--- src/rtl/rob_pkg.sv ---
package rob_pkg;

   // life cycle of one ring slot
   typedef enum logic [1:0] {
      SLOT_FREE  = 2'd0,
      SLOT_WAIT  = 2'd1,
      SLOT_DONE  = 2'd2,
      SLOT_FAULT = 2'd3
   } slot_state_e;

endpackage

--- src/rtl/rob_ring_ptrs.sv ---
module rob_ring_ptrs #(
   parameter int unsigned DEPTH = 6,
   parameter int unsigned IDX_W = $clog2(DEPTH)
) (
   input  logic             clk,
   input  logic             rst_n,
   input  logic             adv_head,
   input  logic             adv_tail,
   input  logic             exc_flush,
   input  logic             br_flush,
   input  logic [IDX_W-1:0] br_slot,
   input  logic [IDX_W-1:0] cmp_slot,
   output logic [IDX_W-1:0] head,
   output logic [IDX_W-1:0] tail,
   output logic [IDX_W-1:0] occ,
   output logic [IDX_W-1:0] br_drop,
   output logic             full,
   output logic             empty,
   output logic             cmp_live,
   output logic             br_live
);

   localparam logic [IDX_W:0]   DEPTH_W = (IDX_W+1)'(DEPTH);
   localparam logic [IDX_W-1:0] LAST    = IDX_W'(DEPTH - 1);
   localparam bit               POW2    = (DEPTH == (1 << IDX_W));

   if (DEPTH < 2) begin : g_depth_bad
      $error("rob_ring_ptrs: DEPTH must be at least 2");
   end

   logic [IDX_W-1:0] head_q, tail_q;
   logic [IDX_W-1:0] head_inc, tail_inc, br_inc;

   // modular difference a - b over the ring
   function automatic logic [IDX_W-1:0] ring_sub(input logic [IDX_W-1:0] a,
                                                 input logic [IDX_W-1:0] b);
      logic [IDX_W:0] wide;
      if (a >= b) wide = {1'b0, a} - {1'b0, b};
      else        wide = {1'b0, a} + DEPTH_W - {1'b0, b};
      return wide[IDX_W-1:0];
   endfunction

   // wrap-around increment: free for power-of-two depths, compare otherwise
   if (POW2) begin : g_wrap_free
      assign head_inc = head_q + 1'b1;
      assign tail_inc = tail_q + 1'b1;
      assign br_inc   = br_slot + 1'b1;
   end else begin : g_wrap_cmp
      assign head_inc = (head_q == LAST)  ? '0 : head_q + 1'b1;
      assign tail_inc = (tail_q == LAST)  ? '0 : tail_q + 1'b1;
      assign br_inc   = (br_slot == LAST) ? '0 : br_slot + 1'b1;
   end

   assign head     = head_q;
   assign tail     = tail_q;
   assign occ      = ring_sub(tail_q, head_q);
   assign empty    = (head_q == tail_q);
   assign full     = (tail_inc == head_q);
   assign cmp_live = ({1'b0, cmp_slot} < DEPTH_W) && (ring_sub(cmp_slot, head_q) < occ);
   assign br_live  = ({1'b0, br_slot} < DEPTH_W) && (ring_sub(br_slot, head_q) < occ);
   assign br_drop  = ring_sub(tail_q, br_inc);

   always_ff @(posedge clk or negedge rst_n) begin
      if (!rst_n) begin
         head_q <= '0;
         tail_q <= '0;
      end else if (exc_flush) begin
         head_q <= head_inc;
         tail_q <= head_inc;
      end else begin
         if (adv_head) head_q <= head_inc;
         if (br_flush)      tail_q <= br_inc;
         else if (adv_tail) tail_q <= tail_inc;
      end
   end


   occ_cap_chk: assert property (@(posedge clk) disable iff (!rst_n)
      occ <= LAST);


   no_overrun_chk: assert property (@(posedge clk) disable iff (!rst_n)
      full |-> !adv_tail);


   br_tail_chk: assert property (@(posedge clk) disable iff (!rst_n)
      br_flush && !exc_flush |=> ring_sub(tail_q, $past(br_slot)) == IDX_W'(1));


   exc_empty_chk: assert property (@(posedge clk) disable iff (!rst_n)
      exc_flush |=> empty);

endmodule

--- src/rtl/rob_slot_store.sv ---
module rob_slot_store
   import rob_pkg::*;
#(
   parameter int unsigned DEPTH  = 6,
   parameter int unsigned IDX_W  = $clog2(DEPTH),
   parameter int unsigned REG_W  = 5,
   parameter int unsigned DATA_W = 32
) (
   input  logic              clk,
   input  logic              rst_n,
   input  logic              wr_en,
   input  logic [IDX_W-1:0]  wr_slot,
   input  logic [REG_W-1:0]  wr_dest,
   input  logic              cm_en,
   input  logic [IDX_W-1:0]  cm_slot,
   input  logic              cm_fault,
   input  logic [DATA_W-1:0] cm_value,
   input  logic [IDX_W-1:0]  rd_slot,
   output slot_state_e       rd_state,
   output logic [REG_W-1:0]  rd_dest,
   output logic [DATA_W-1:0] rd_value
);

   slot_state_e       st_q   [DEPTH];
   logic [REG_W-1:0]  dest_q [DEPTH];
   logic [DATA_W-1:0] val_q  [DEPTH];

   always_ff @(posedge clk or negedge rst_n) begin
      if (!rst_n) begin
         for (int i = 0; i < DEPTH; i++) begin
            st_q[i]   <= SLOT_FREE;
            dest_q[i] <= '0;
            val_q[i]  <= '0;
         end
      end else begin
         for (int i = 0; i < DEPTH; i++) begin
            if (wr_en && wr_slot == IDX_W'(i)) begin
               st_q[i]   <= SLOT_WAIT;
               dest_q[i] <= wr_dest;
            end
            // completion is gated to live slots upstream, so it never meets the tail
            if (cm_en && cm_slot == IDX_W'(i)) begin
               st_q[i]  <= cm_fault ? SLOT_FAULT : SLOT_DONE;
               val_q[i] <= cm_value;
            end
         end
      end
   end

   assign rd_state = st_q[rd_slot];
   assign rd_dest  = dest_q[rd_slot];
   assign rd_value = val_q[rd_slot];


   issue_wait_chk: assert property (@(posedge clk) disable iff (!rst_n)
      wr_en |=> st_q[$past(wr_slot)] == SLOT_WAIT);


   complete_latch_chk: assert property (@(posedge clk) disable iff (!rst_n)
      cm_en && !cm_fault |=> st_q[$past(cm_slot)] == SLOT_DONE
                             && val_q[$past(cm_slot)] == $past(cm_value));


   fault_latch_chk: assert property (@(posedge clk) disable iff (!rst_n)
      cm_en && cm_fault |=> st_q[$past(cm_slot)] == SLOT_FAULT);

endmodule

--- src/rtl/rob_core.sv ---
module rob_core
   import rob_pkg::*;
#(
   parameter int unsigned DEPTH  = 6,
   parameter int unsigned REG_W  = 5,
   parameter int unsigned DATA_W = 32,
   localparam int unsigned IDX_W = $clog2(DEPTH)
) (
   input  logic              clk,
   input  logic              rst_n,
   input  logic              iss_valid,
   input  logic [REG_W-1:0]  iss_dest,
   output logic              iss_ready,
   output logic [IDX_W-1:0]  iss_slot,
   input  logic              cmp_valid,
   input  logic [IDX_W-1:0]  cmp_slot,
   input  logic              cmp_fault,
   input  logic [DATA_W-1:0] cmp_value,
   input  logic              br_valid,
   input  logic [IDX_W-1:0]  br_slot,
   output logic [IDX_W-1:0]  br_drop_cnt,
   output logic              ret_valid,
   output logic [REG_W-1:0]  ret_dest,
   output logic [DATA_W-1:0] ret_value,
   output logic              exc_valid,
   output logic [IDX_W-1:0]  occupancy
);

   if (REG_W < 1 || DATA_W < 1) begin : g_width_bad
      $error("rob_core: REG_W and DATA_W must be at least 1");
   end

   logic [IDX_W-1:0] head, tail, occ, br_drop;
   logic             full, empty, cmp_live, br_live;
   logic             iss_fire, cmp_en, br_fire;
   slot_state_e      head_state;

   assign ret_valid   = !empty && (head_state == SLOT_DONE);
   assign exc_valid   = !empty && (head_state == SLOT_FAULT);
   assign iss_ready   = !full && !br_valid && !exc_valid;
   assign iss_fire    = iss_valid && iss_ready;
   assign cmp_en      = cmp_valid && cmp_live;
   assign br_fire     = br_valid && br_live && !exc_valid;
   assign br_drop_cnt = br_fire ? br_drop : '0;
   assign iss_slot    = tail;
   assign occupancy   = occ;

   rob_ring_ptrs #(
      .DEPTH (DEPTH),
      .IDX_W (IDX_W)
   ) u_ptrs (
      .clk       (clk),
      .rst_n     (rst_n),
      .adv_head  (ret_valid),
      .adv_tail  (iss_fire),
      .exc_flush (exc_valid),
      .br_flush  (br_fire),
      .br_slot   (br_slot),
      .cmp_slot  (cmp_slot),
      .head      (head),
      .tail      (tail),
      .occ       (occ),
      .br_drop   (br_drop),
      .full      (full),
      .empty     (empty),
      .cmp_live  (cmp_live),
      .br_live   (br_live)
   );

   rob_slot_store #(
      .DEPTH  (DEPTH),
      .IDX_W  (IDX_W),
      .REG_W  (REG_W),
      .DATA_W (DATA_W)
   ) u_store (
      .clk      (clk),
      .rst_n    (rst_n),
      .wr_en    (iss_fire),
      .wr_slot  (tail),
      .wr_dest  (iss_dest),
      .cm_en    (cmp_en),
      .cm_slot  (cmp_slot),
      .cm_fault (cmp_fault),
      .cm_value (cmp_value),
      .rd_slot  (head),
      .rd_state (head_state),
      .rd_dest  (ret_dest),
      .rd_value (ret_value)
   );

   // independent tally of live entries: issued minus retired minus discarded
   int live_tally;
   always_ff @(posedge clk or negedge rst_n) begin
      if (!rst_n)         live_tally <= 0;
      else if (exc_valid) live_tally <= 0;
      else                live_tally <= live_tally + int'(iss_fire) - int'(ret_valid)
                                        - int'(br_drop_cnt);
   end


   occ_tally_chk: assert property (@(posedge clk) disable iff (!rst_n)
      int'(occupancy) == live_tally);


   empty_quiet_chk: assert property (@(posedge clk) disable iff (!rst_n)
      occupancy == '0 |-> !ret_valid && !exc_valid);


   head_stall_chk: assert property (@(posedge clk) disable iff (!rst_n)
      !ret_valid && !exc_valid |=> $stable(head));


   br_blocks_issue_chk: assert property (@(posedge clk) disable iff (!rst_n)
      br_valid |-> !iss_ready);


   exc_no_commit_chk: assert property (@(posedge clk) disable iff (!rst_n)
      exc_valid |-> !ret_valid && !iss_ready);

endmodule

--- config.mk ---
export PLATFORM = sky130hd
export DESIGN_NAME = rob_core
export DESIGN_NICKNAME = d
export VERILOG_FILES = /design/src/rtl/rob_pkg.sv /design/src/rtl/rob_ring_ptrs.sv /design/src/rtl/rob_slot_store.sv /design/src/rtl/rob_core.sv
export SDC_FILE = /design/constraint.sdc
export NUM_CORES = 1
export LEC_CHECK = 0
export ABC_AREA = 1
export BUFFER_PORTS_ARGS = -buffer_cell sky130_fd_sc_hd__buf_2
export CELL_PAD_IN_SITES_DETAIL_PLACEMENT = 1
export CELL_PAD_IN_SITES_GLOBAL_PLACEMENT = 2
export CORE_ASPECT_RATIO = 0.6
export CORE_UTILIZATION = 35
export DETAILED_ROUTE_END_ITERATION = 6
export PLACE_DENSITY = 0.85
export SYNTH_ARGS = -nofsm -noshare
export SYNTH_HDL_FRONTEND = slang
export SYNTH_HIERARCHICAL = 1
export SYNTH_SLANG_ARGS = --single-unit
--- constraint.sdc ---
create_clock -name clk -period 3.6 [get_ports clk]
set_input_delay 0.36 -clock clk [delete_from_list [all_inputs] [get_ports clk]]
set_output_delay 0.36 -clock clk [all_outputs]
set_load 0.05 [all_outputs]
# Yosys cells after proc, flatten, opt, wreduce, memory -nomap -nowiden
# Index checks and enable logic that the tools add are counted.
dict set report word_totals {
  wordCells 131
  mem_count 0
  mem_bits_rw 0
  rom_bits 0
  ff_bits 240
  latchBits 0
}
dict set report classes {
  mux 35
  n_reduce_logical 36
  n_shift 0
  div 0
  n_eq_ne 16
  n_mul 0
  magnitude_cmp 9
  add_sub_neg 14
  bitwise_logic 1
}
# op count
set ops {}
lappend ops {{$bmux W32 S3} 1}
lappend ops {{$mux W32} 2}
lappend ops {{$mux W3} 13}
lappend ops {{$mux W2} 14}
lappend ops {{$sub A3 B3 Y3} 8}
lappend ops {{$logic_and A1 B1 Y1} 22}
lappend ops {{$eq A3 B3 Y1 const B} 6}
lappend ops {{$bmux W5 S3} 1}
lappend ops {{$reduce_bool A2 Y1} 7}
lappend ops {{$eq A3 B2 Y1 const B} 4}
lappend ops {{$ge A3 B3 Y1} 4}
lappend ops {{$mux W5} 2}
lappend ops {{$add A3 B1 Y3 const B} 3}
lappend ops {{$add A3 B3 Y3 const B} 3}
lappend ops {{$bmux W2 S3} 1}
lappend ops {{$eq A3 B1 Y1 const B} 2}
lappend ops {{$eq A3 B3 Y1} 2}
lappend ops {{$logic_not A3 Y1} 2}
lappend ops {{$lt A3 B3 Y1} 2}
lappend ops {{$lt A3 B3 Y1 const B} 2}
lappend ops {{$eq A2 B2 Y1 const B} 2}
lappend ops {{$ge A4 B4 Y1 const B} 1}
lappend ops {{$logic_not A1 Y1} 4}
lappend ops {{$not A3 Y4} 1}
lappend ops {{other kinds (2)} 2}

# Depth between registers and ports, before layout
# Gate-level depths: netlist of the first run.
dict set report logic_depth {
  depth_word 12
  depth_mapped 23
}

# Modules after synthesis
# The synthesis of the first run kept the hierarchy.
# module cells_per_inst area_each_um2 instances seq_area_each_um2
set by_module_without_submodules {}
lappend by_module_without_submodules {rob_slot_store 1460 11177.0 1 5855.6}
lappend by_module_without_submodules {rob_ring_ptrs 218 1440.1 1 150.1}
lappend by_module_without_submodules {rob_core 22 91.3 1 0.0}

# Worst setup path after synthesis of the first run
# No wires, ideal clock.
dict set report synth_timing {
  kind {register to output}
  startpoint {reg u_ptrs.tail_q[0], in the netlist u_ptrs/tail[0]}
  endpoint {out br_drop_cnt[0]}
  setup_slack_ns 0.036
  path_stages_with_launch 19
  t_arrival_ns 3.204
  cell_sequence {dfrtp_1 -> inv_1 -> ha_1 -> fa_1 -> inv_1 -> nand2_1 -> nand2_1 -> nand2_1 -> nand2_1 -> nand2_1 -> nand2_2 -> nand2_1 -> nand3_1 -> nand2_1 -> nor2_1 -> nand2_1 -> clkinv_1 -> nand2_2 -> nor2_1}
}
dict set report synth_via {
  elab_chain_len 8
}
# element line_no
set synth_lines {}
lappend synth_lines {{from (decl)} rob_ring_ptrs.sv:31} ;# logic [IDX_W-1:0] head_q, tail_q;
lappend synth_lines {{from (signal assigned)} rob_ring_ptrs.sv:69} ;# tail_q <= head_inc;
lappend synth_lines {{from (signal assigned)} rob_ring_ptrs.sv:72} ;# if (br_flush) tail_q <= br_inc;
lappend synth_lines {{from (signal assigned)} rob_ring_ptrs.sv:73} ;# else if (adv_tail) tail_q <= tail_inc;
lappend synth_lines {{$add A3 B3 Y3} rob_ring_ptrs.sv:39} ;# else wide = {1'b0, a} + DEPTH_W - {1'b0, b};
lappend synth_lines {{$sub A3 B3 Y3} rob_ring_ptrs.sv:39}
lappend synth_lines {{$mux W3 *} rob_ring_ptrs.sv:38} ;# if (a >= b) wide = {1'b0, a} - {1'b0, b};
lappend synth_lines {{via occupancy[2]} rob_core.sv:26} ;# output logic [IDX_W-1:0] occupancy
lappend synth_lines {{$lt A3 B3 Y1 *} rob_ring_ptrs.sv:60} ;# assign br_live = ({1'b0, br_slot} < DEPTH_W) && (ring_sub(br_slot, head_q) < occ);
lappend synth_lines {{$logic_and A1 B1 Y1 *} rob_ring_ptrs.sv:60}
lappend synth_lines {{via br_live} rob_core.sv:34} ;# logic full, empty, cmp_live, br_live;
lappend synth_lines {{$logic_and A1 B1 Y1 * (2 in a row)} rob_core.sv:43} ;# assign br_fire = br_valid && br_live && !exc_valid;
lappend synth_lines {{$mux W3 *} rob_core.sv:44} ;# assign br_drop_cnt = br_fire ? br_drop : '0;
lappend synth_lines {{to (decl)} rob_core.sv:21} ;# output logic [IDX_W-1:0] br_drop_cnt,
# The timed path passes the listed nets; every way through them passes the cells marked *.

# Worst setup path after layout of the first run
dict set report layout_timing {
  startpoint {reg u_ptrs.head_q[0], in the netlist u_ptrs/head[0]}
  endpoint {out br_drop_cnt[2]}
}
# element line_no
set layout_lines {}
lappend layout_lines {{from (decl)} rob_ring_ptrs.sv:31}
lappend layout_lines {{from (signal assigned)} rob_ring_ptrs.sv:68} ;# head_q <= head_inc;
lappend layout_lines {{from (signal assigned)} rob_ring_ptrs.sv:71} ;# if (adv_head) head_q <= head_inc;
lappend layout_lines {{$sub A3 B3 Y3 (tied with other cells)} rob_ring_ptrs.sv:39}
lappend layout_lines {{$mux W3} rob_ring_ptrs.sv:38}
lappend layout_lines {{$lt A3 B3 Y1 *} rob_ring_ptrs.sv:60}
lappend layout_lines {{$logic_and A1 B1 Y1 *} rob_ring_ptrs.sv:60}
lappend layout_lines {{via br_live} rob_core.sv:34}
lappend layout_lines {{$logic_and A1 B1 Y1 * (2 in a row)} rob_core.sv:43}
lappend layout_lines {{$mux W3 *} rob_core.sv:44}
# The timed path passes the listed nets; every way through them passes the cells marked *. The select of a mux whose other input is x is not followed.

==> metrics.md, run 1 <==
| Metric | Value |
|---|---|
| Most frequent cells in the layout | nand2_1, inv_1, dfrtp_1 |
| Hold Crit Class | input port to register |
| Worst Setup SP | u_ptrs/head[0] |
| CTS Root Buffer Type | clkbuf_16 |
| Drt total wl | 37.5 mm |
| Delay-heaviest family, CP | adder cells |
| Synthesized Nets | ~1800 |
| Multi-input gate area | approximately 0.0054 mm^2 |
| Inserted Diodes | 0 |
| First-pass GRT wire length | 62.2 mm |
| # Max-Cap Violations | 0 |
| Most common cell after layout, fill and taps aside | nand2_1 |
| Sequential area share after synthesis | 0.473 |
| Reg clk slew, reported paths | roughly 0.070 ns |
| Largest net degree at the start of global routing | 109 |
| Worst path bufs/invs | 2 |
| Ys Warns | 6 |
| Min-delay src | cmp_fault |
| RSZ-0062 raised after global routing | no |
| Die Ht | 150 um |
| Tmin final | 3.44 ns |
| CP Capture Type | output port |
| Avg Inst Size Synth | 7.48 um^2 |
| CORE AREA | 0.0353 mm^2 |
| CP startpoint kind | register |
| Fill cells | roughly 4400 |
| WP data required | 3.24 ns |
| Setup-failing EPs final | 0 |
| Final period utilization | 0.956 |
| DRC | 0 |
| Fmax | 0.291 GHz |
| Slew of the pin with the lowest slew margin | around 0.87 ns |
| Final worst slack | 0.159 ns |
| DRT iter0 DRCs | 723 |
| Setup TNS | 0 ns |
| Distinct cell type count after synthesis | 35 |
| Critical Path Max Stage Delay | 0.53 ns |
| Clk_skew | 0.0109 ns |
| Arrival time at the worst endpoint | slightly above 3 ns |
| I/O pin cnt | 98 |
| Clk sinks | 240 |
| R2r startpoint | u_ptrs/head[0] |
| CP cell instances | ha_1, fa_1, xnor2_1, o21bai_1, nand2_2, a21boi_1, nand2_1, nor2_1, nand2_1, clkinv_1, nand2_2, nor2_1, buf_6 |
| Vias | approximately 11000 |
| Drt first pass iters | 6 |
| Reg area | 0.00601 mm^2 |
| Nets | 1841 |
| Crit path max fanout | 6 |
| Final Slew Violations | 0 |
| CTS buffer count | 25 |
| Gr usage total | 0.210 |
| Remaining global-route overflow | 0 |
| Setup WS pre-CTS | 0.281 ns |
| Synth Instances | 1700 |
| H-Tree Level Count | 1 |
| Routed wire length per instance | 16.7 um |
| Antenna Nets Post-Route | 0 |
| P&R area growth vs syn | 15.7% |
| Number of global-route vias before repair | between 10000 and 15000 |
| Fraction of layout cells with a size suffix above 1 | 0.143 |
| Port buffer count | 97 |
| Post-Syn Area | 0.0127 mm^2 |
| Synthesized flop and latch total | 240 |
| RePlAce Congestion | about 0.83 |
| FP Rows | 53 |
| Final hold vios | 0 |
| Chip width | about 250 um |
| Initial Utilization | 0.360 |
| DR vias/cell | just under 5 |
| Kind of critical path | register to output port |
| Status | complete, no violations |
| Clk_lat worst skew | 0.54 ns |
| CTS tree | built |
| Slowest stage cell, crit path | dfrtp_4 |
| Longest Clk Path Bufs | 3 |
| Detailed placer's ending HPWL | roughly 24 mm |
| Antenna violations before repair | 0 |
| Die Area | roughly 0.037 mm^2 |
| Max_slew headroom | 0.418 |
## worst paths after layout
path | depth (start not counted) | end | slack (ns)
max | 13 | br_drop_cnt[2] | 0.16
min | 3 | u_store/st_q[2] | 0.16
max reg2reg | 16 | u_store/val_q[112] | 0.39
min reg2reg | 2 | u_store/st_q[3] | 0.47
max in group asynchronous | 3 | u_store/val_q[51] | 2.26
min in group asynchronous | 2 | u_store/dest_q[12] | 0.49
## cells in the mapped netlist
library cell  instances  share of area
buf_1                 3        0.00089
a21oi_2               2         0.0014
nand3_2               8         0.0063
a21boi_0              1        0.00059
buf_2                36          0.014
inv_2                 5         0.0015
o21bai_1              1        0.00059
o21ai_1              10         0.0039
or2_2                40          0.020
buf_6                 4         0.0035
xnor2_1               6         0.0041
a21oi_1               6         0.0024
o21ai_2               1        0.00069
fa_1                  6         0.0095
o211ai_1             40          0.024
nand3b_1              2         0.0012
xor2_1                5         0.0034
ha_1                 19          0.019
nor2_4                1        0.00089
nand2_1             597           0.18
nor2_2                3         0.0015
nor3_1                2        0.00079
clkbuf_1             47          0.014
dfrtp_1             240           0.47
o21ai_0             223          0.088
nor2_1               29         0.0086
inv_1               247          0.073
clkinv_1              2        0.00059
o21a_1                2         0.0012
o221ai_1              2         0.0014
a21boi_1              1        0.00059
nand3_1              94          0.037
nand4_1               6         0.0030
nand3b_2              1        0.00089
nand2_2               8         0.0039
## flip-flops by register name (all words and copies together) (netlist names)
register	count
u_store/dest_q	30
u_ptrs/tail	3
u_store/st_q	12
u_store/val_q	192
u_ptrs/head	3
## tightest hold or removal path: stages
cell	delay, ns
buf_2	0.14
nor2_1	0.11
a21oi_1	0.05
## per-stage QoR
stage | cell area [um^2] | std cells | utilization | hold slack (ns)
after floorplan | 12700 | 1700 | - | 0.0644
after global placement | 13700 | 2202 | 0.388 | 0.448
after detailed placement | 13700 | 2202 | 0.388 | 0.459
after CTS | 14600 | 2248 | 0.414 | 0.142
after global routing | 14700 | 2252 | 0.416 | 0.155
final | 14700 | 2252 | 0.416 | 0.163
## routing by layer
metal	GRT usage	wire length [um]
met1	0.302	18800
met4	0.0328	557
met2	0.344	17000
met5	0	0
met3	0.0264	1080
## cell type report
cell class / instances / share of cell area
clock buffers: 33 / 0.0480
clock inverters: 12 / 0.0145
inverters: 254 / 0.0650
multi-input cells: 1116 / 0.366
flip-flops and latches: 240 / 0.409
well taps: 467 / 0.0397
repair buffers: 130 / 0.0577
## what timing repair did
item                       CTS  global route
resized for setup            4             9
hold buffers                 1             0
setup buffers                0             4
setup endpoints to repair    3             3
hold endpoints to repair   105             0
pin swaps                    0             1
## cells by family (layout without fill, tap and decap cells)
group           count (synthesis)  in the layout  share of synthesized area
simple gates                  791            791                      0.260
buf+inv                       344            429                      0.108
compound gates                289            289                      0.124
flops                         240            240                      0.473
fa+ha+maj                      25             25                     0.0282
xor+xnor                       11             11                    0.00758
Power of run 1 is left out: the tool's default activity adds up to more than one toggle a clock period on the data nets, which glitch-free logic cannot reach.
==> run 2, diff against run 1 <==
==> constraint.sdc (replaced) <==
create_clock -name clk -period 3.6 [get_ports clk]
set_input_delay 0.72 -clock clk [delete_from_list [all_inputs] [get_ports clk]]
set_output_delay 0.72 -clock clk [all_outputs]
set_load 0.05 [all_outputs]
==> run 2 against run 1 <==
Critical path depth rose by 3. Count of clock-buffer cells in the layout rose by 3. The flow now finishes with violations (setup timing). Highest routed layer unchanged. Sequential share of layout area fell by 0.73 points. Critical endpoint unchanged. Cell area rose by 1.8%. Clock skew rose by 0.0039 ns. Wire length rose by 2.0%. Flip-flop and latch count did not move. Die area did not move. Maximum frequency fell by 6.8%. Register-to-register slack got worse by 0.05 ns. Cell count rose by 0.53%. Worst setup slack got worse by 0.25 ns.
==> metrics.md, run 2 (synthesis results as in run 1) <==
| Metric | Value |
|---|---|
| # Max-Cap Violations | 0 (unchanged) |
| Top flop regs | u_store/val_q x192, u_store/dest_q x30, u_store/st_q x12 |
| Die Area | 0.0371 mm^2 (unchanged) |
| Reg clk slew, reported paths | 0.06 ns (about the same) |
| Tmin final | 3.69 ns (+0.250 ns) |
| Most common cell after layout, fill and taps aside | nand2_1 |
| Fin Hold WS | 0.168 ns (+0.00544 ns) |
| Final Slew Violations | 0 (unchanged) |
| WP data required | 2.88 ns (-0.36 ns) |
| CP cell instances | buf_12, buf_6, fa_2, xnor2_2, buf_4, nand2_2, nand2_2, nand2_2, nand2_1, nor2_1, nor2_1, nand2_1, inv_2, nand2_4, nor2_4, buf_8 |
| Crit path max fanout | 4 (-2) |
| Clk_lat worst skew | 0.53 ns (about the same) |
| Kind of critical path | register to output port |
| Arrival time at the worst endpoint | 2.97 ns (-0.11 ns) |
| Number of global-route vias before repair | 11300 (-1.8%) |
| First-pass GRT wire length | 61.2 mm (-1.6%) |
| CP startpoint kind | register |
| Slew of the pin with the lowest slew margin | 0.704 ns (-0.170 ns) |
| Most frequent cells in the layout | nand2_1, inv_1, dfrtp_1 |
| I/O pin cnt | 98 (unchanged) |
| Slowest stage cell, crit path | dfrtp_2 |
| Drt first pass iters | 5 (-1) |
| FP Rows | 53 (unchanged) |
| R2r startpoint | u_ptrs/head[1] |
| Largest net degree at the start of global routing | 84 (-23%) |
| Hold Crit Class | input port to async pin |
| DRC | 0 (unchanged) |
| CTS Root Buffer Type | clkbuf_16 |
| Chip width | 248 um (unchanged) |
| Vias | 11100 (+0.82%) |
| Detailed placer's ending HPWL | 23.0 mm (-4.4%) |
| Inserted Diodes | 0 (unchanged) |
| P&R area growth vs syn | 17.8% |
| Status | finished, violations left |
| Fraction of layout cells with a size suffix above 1 | 0.169 (+0.0258) |
| DR vias/cell | 4.92 (+0.29%) |
| Longest Clk Path Bufs | 3 (unchanged) |
| Drt total wl | 38.3 mm (+2.0%) |
| Critical Path Max Stage Delay | 0.46 ns (-0.07 ns) |
| Clk_skew | 0.0149 ns (+0.00393 ns) |
| CP Capture Type | output port |
| Antenna violations before repair | 0 (unchanged) |
| Failing checks | setup timing |
| Remaining global-route overflow | 0 (unchanged) |
| Port buffer count | 97 (unchanged) |
| Clk sinks | 240 (unchanged) |
| DRT iter0 DRCs | 703 (-2.8%) |
| RePlAce Congestion | 0.842 (+1.8%) |
| CTS buffer count | 25 (unchanged) |
| H-Tree Level Count | 1 (unchanged) |
| Nets | 1861 (+1.1%) |
| Routed wire length per instance | 16.9 um (+1.5%) |
| Reg-to-Reg End | u_store/val_q[125] |
| Gr usage total | 0.209 (-0.00140) |
| Final worst slack | -0.0917 ns (-0.250 ns) |
| Setup slack, reg-to-reg | 0.34 ns (-0.05 ns) |
| Max reg flops | 192 (unchanged) |
| Final period utilization | 1.03 (+0.0695) |
| RSZ-0062 raised after global routing | yes |
| Die Ht | 150 um (unchanged) |
| Fmax | 0.271 GHz (-6.8%) |
| Cts hold-fix bufs | 0 (-1) |
| Top reg by flops | u_store/val_q |
| Antenna Nets Post-Route | 0 (unchanged) |
| Final hold vios | 0 (unchanged) |
| Setup-failing EPs final | 3 (+3) |
| Delay-heaviest family, CP | simple AND/OR/NAND/NOR gates |
| Max_slew headroom | 0.531 (+0.113) |
| CORE AREA | 0.0353 mm^2 (unchanged) |
| Initial Utilization | 0.360 (unchanged) |
| Worst path bufs/invs | 5 (+3) |
| Most common cell on crit path | nand2_2 |
| CTS tree | built |
| Reg2reg path depth | 19 (+3) |
==> run 2: final cells by class <==
type | count | area, um^2
sequential | 240 | 6010
clock inverter | 1 | 7.51
fill | 4342 | 20400
multi-input combinational | 1116 | 5590
tap | 467 | 584
clock buffer | 36 | 747
timing repair buffer | 150 | 1060
inverter | 254 | 966
==> run 2: how the worst max path moves through the flow <==
| stage | start | to | cells past startpoint |
|---|---|---|---|
| floorplan | u_ptrs/tail[0] | br_drop_cnt[0] | 18 |
| global placement | br_slot[0] | br_drop_cnt[1] | 17 |
| detailed placement | br_slot[0] | br_drop_cnt[0] | 17 |
| CTS | u_ptrs/head[0] | br_drop_cnt[1] | 18 |
| global route | u_ptrs/head[1] | br_drop_cnt[2] | 16 |
| finish | u_ptrs/head[1] | br_drop_cnt[2] | 16 |
==> run 2: metal layers <==
metal,up-vias,share of wire,track usage
li1,5433,-,-
met1,5480,0.49,0.297
met2,169,0.45,0.338
met3,48,0.035,0.0285
met4,0,0.020,0.0420
met5,-,0,0
==> run 2: stage by stage <==
| step | utilization | instances | TNS [ns] | setup WS [ns] | instance area (um^2) |
|---|---|---|---|---|---|
| finish | 0.424 | 2264 | -0.222 | -0.0917 | 15000 |
| global route | 0.424 | 2264 | -0.585 | -0.213 | 15000 |
| CTS | 0.415 | 2255 | -0.172 | -0.0725 | 14700 |
| detailed placement | 0.389 | 2205 | 0 | 0.0795 | 13700 |
| global placement | 0.389 | 2205 | 0 | 0.0909 | 13700 |
| floorplan | - | 1700 | 0 | 0.0893 | 12700 |
==> run 2: timing repair <==
item                                    CTS  global route
resized for setup                        16            57
pin swaps                                 6            23
endpoints found under the setup margin    3             8
setup buffers                            13             9
Power of run 2 is left out for the same reason.
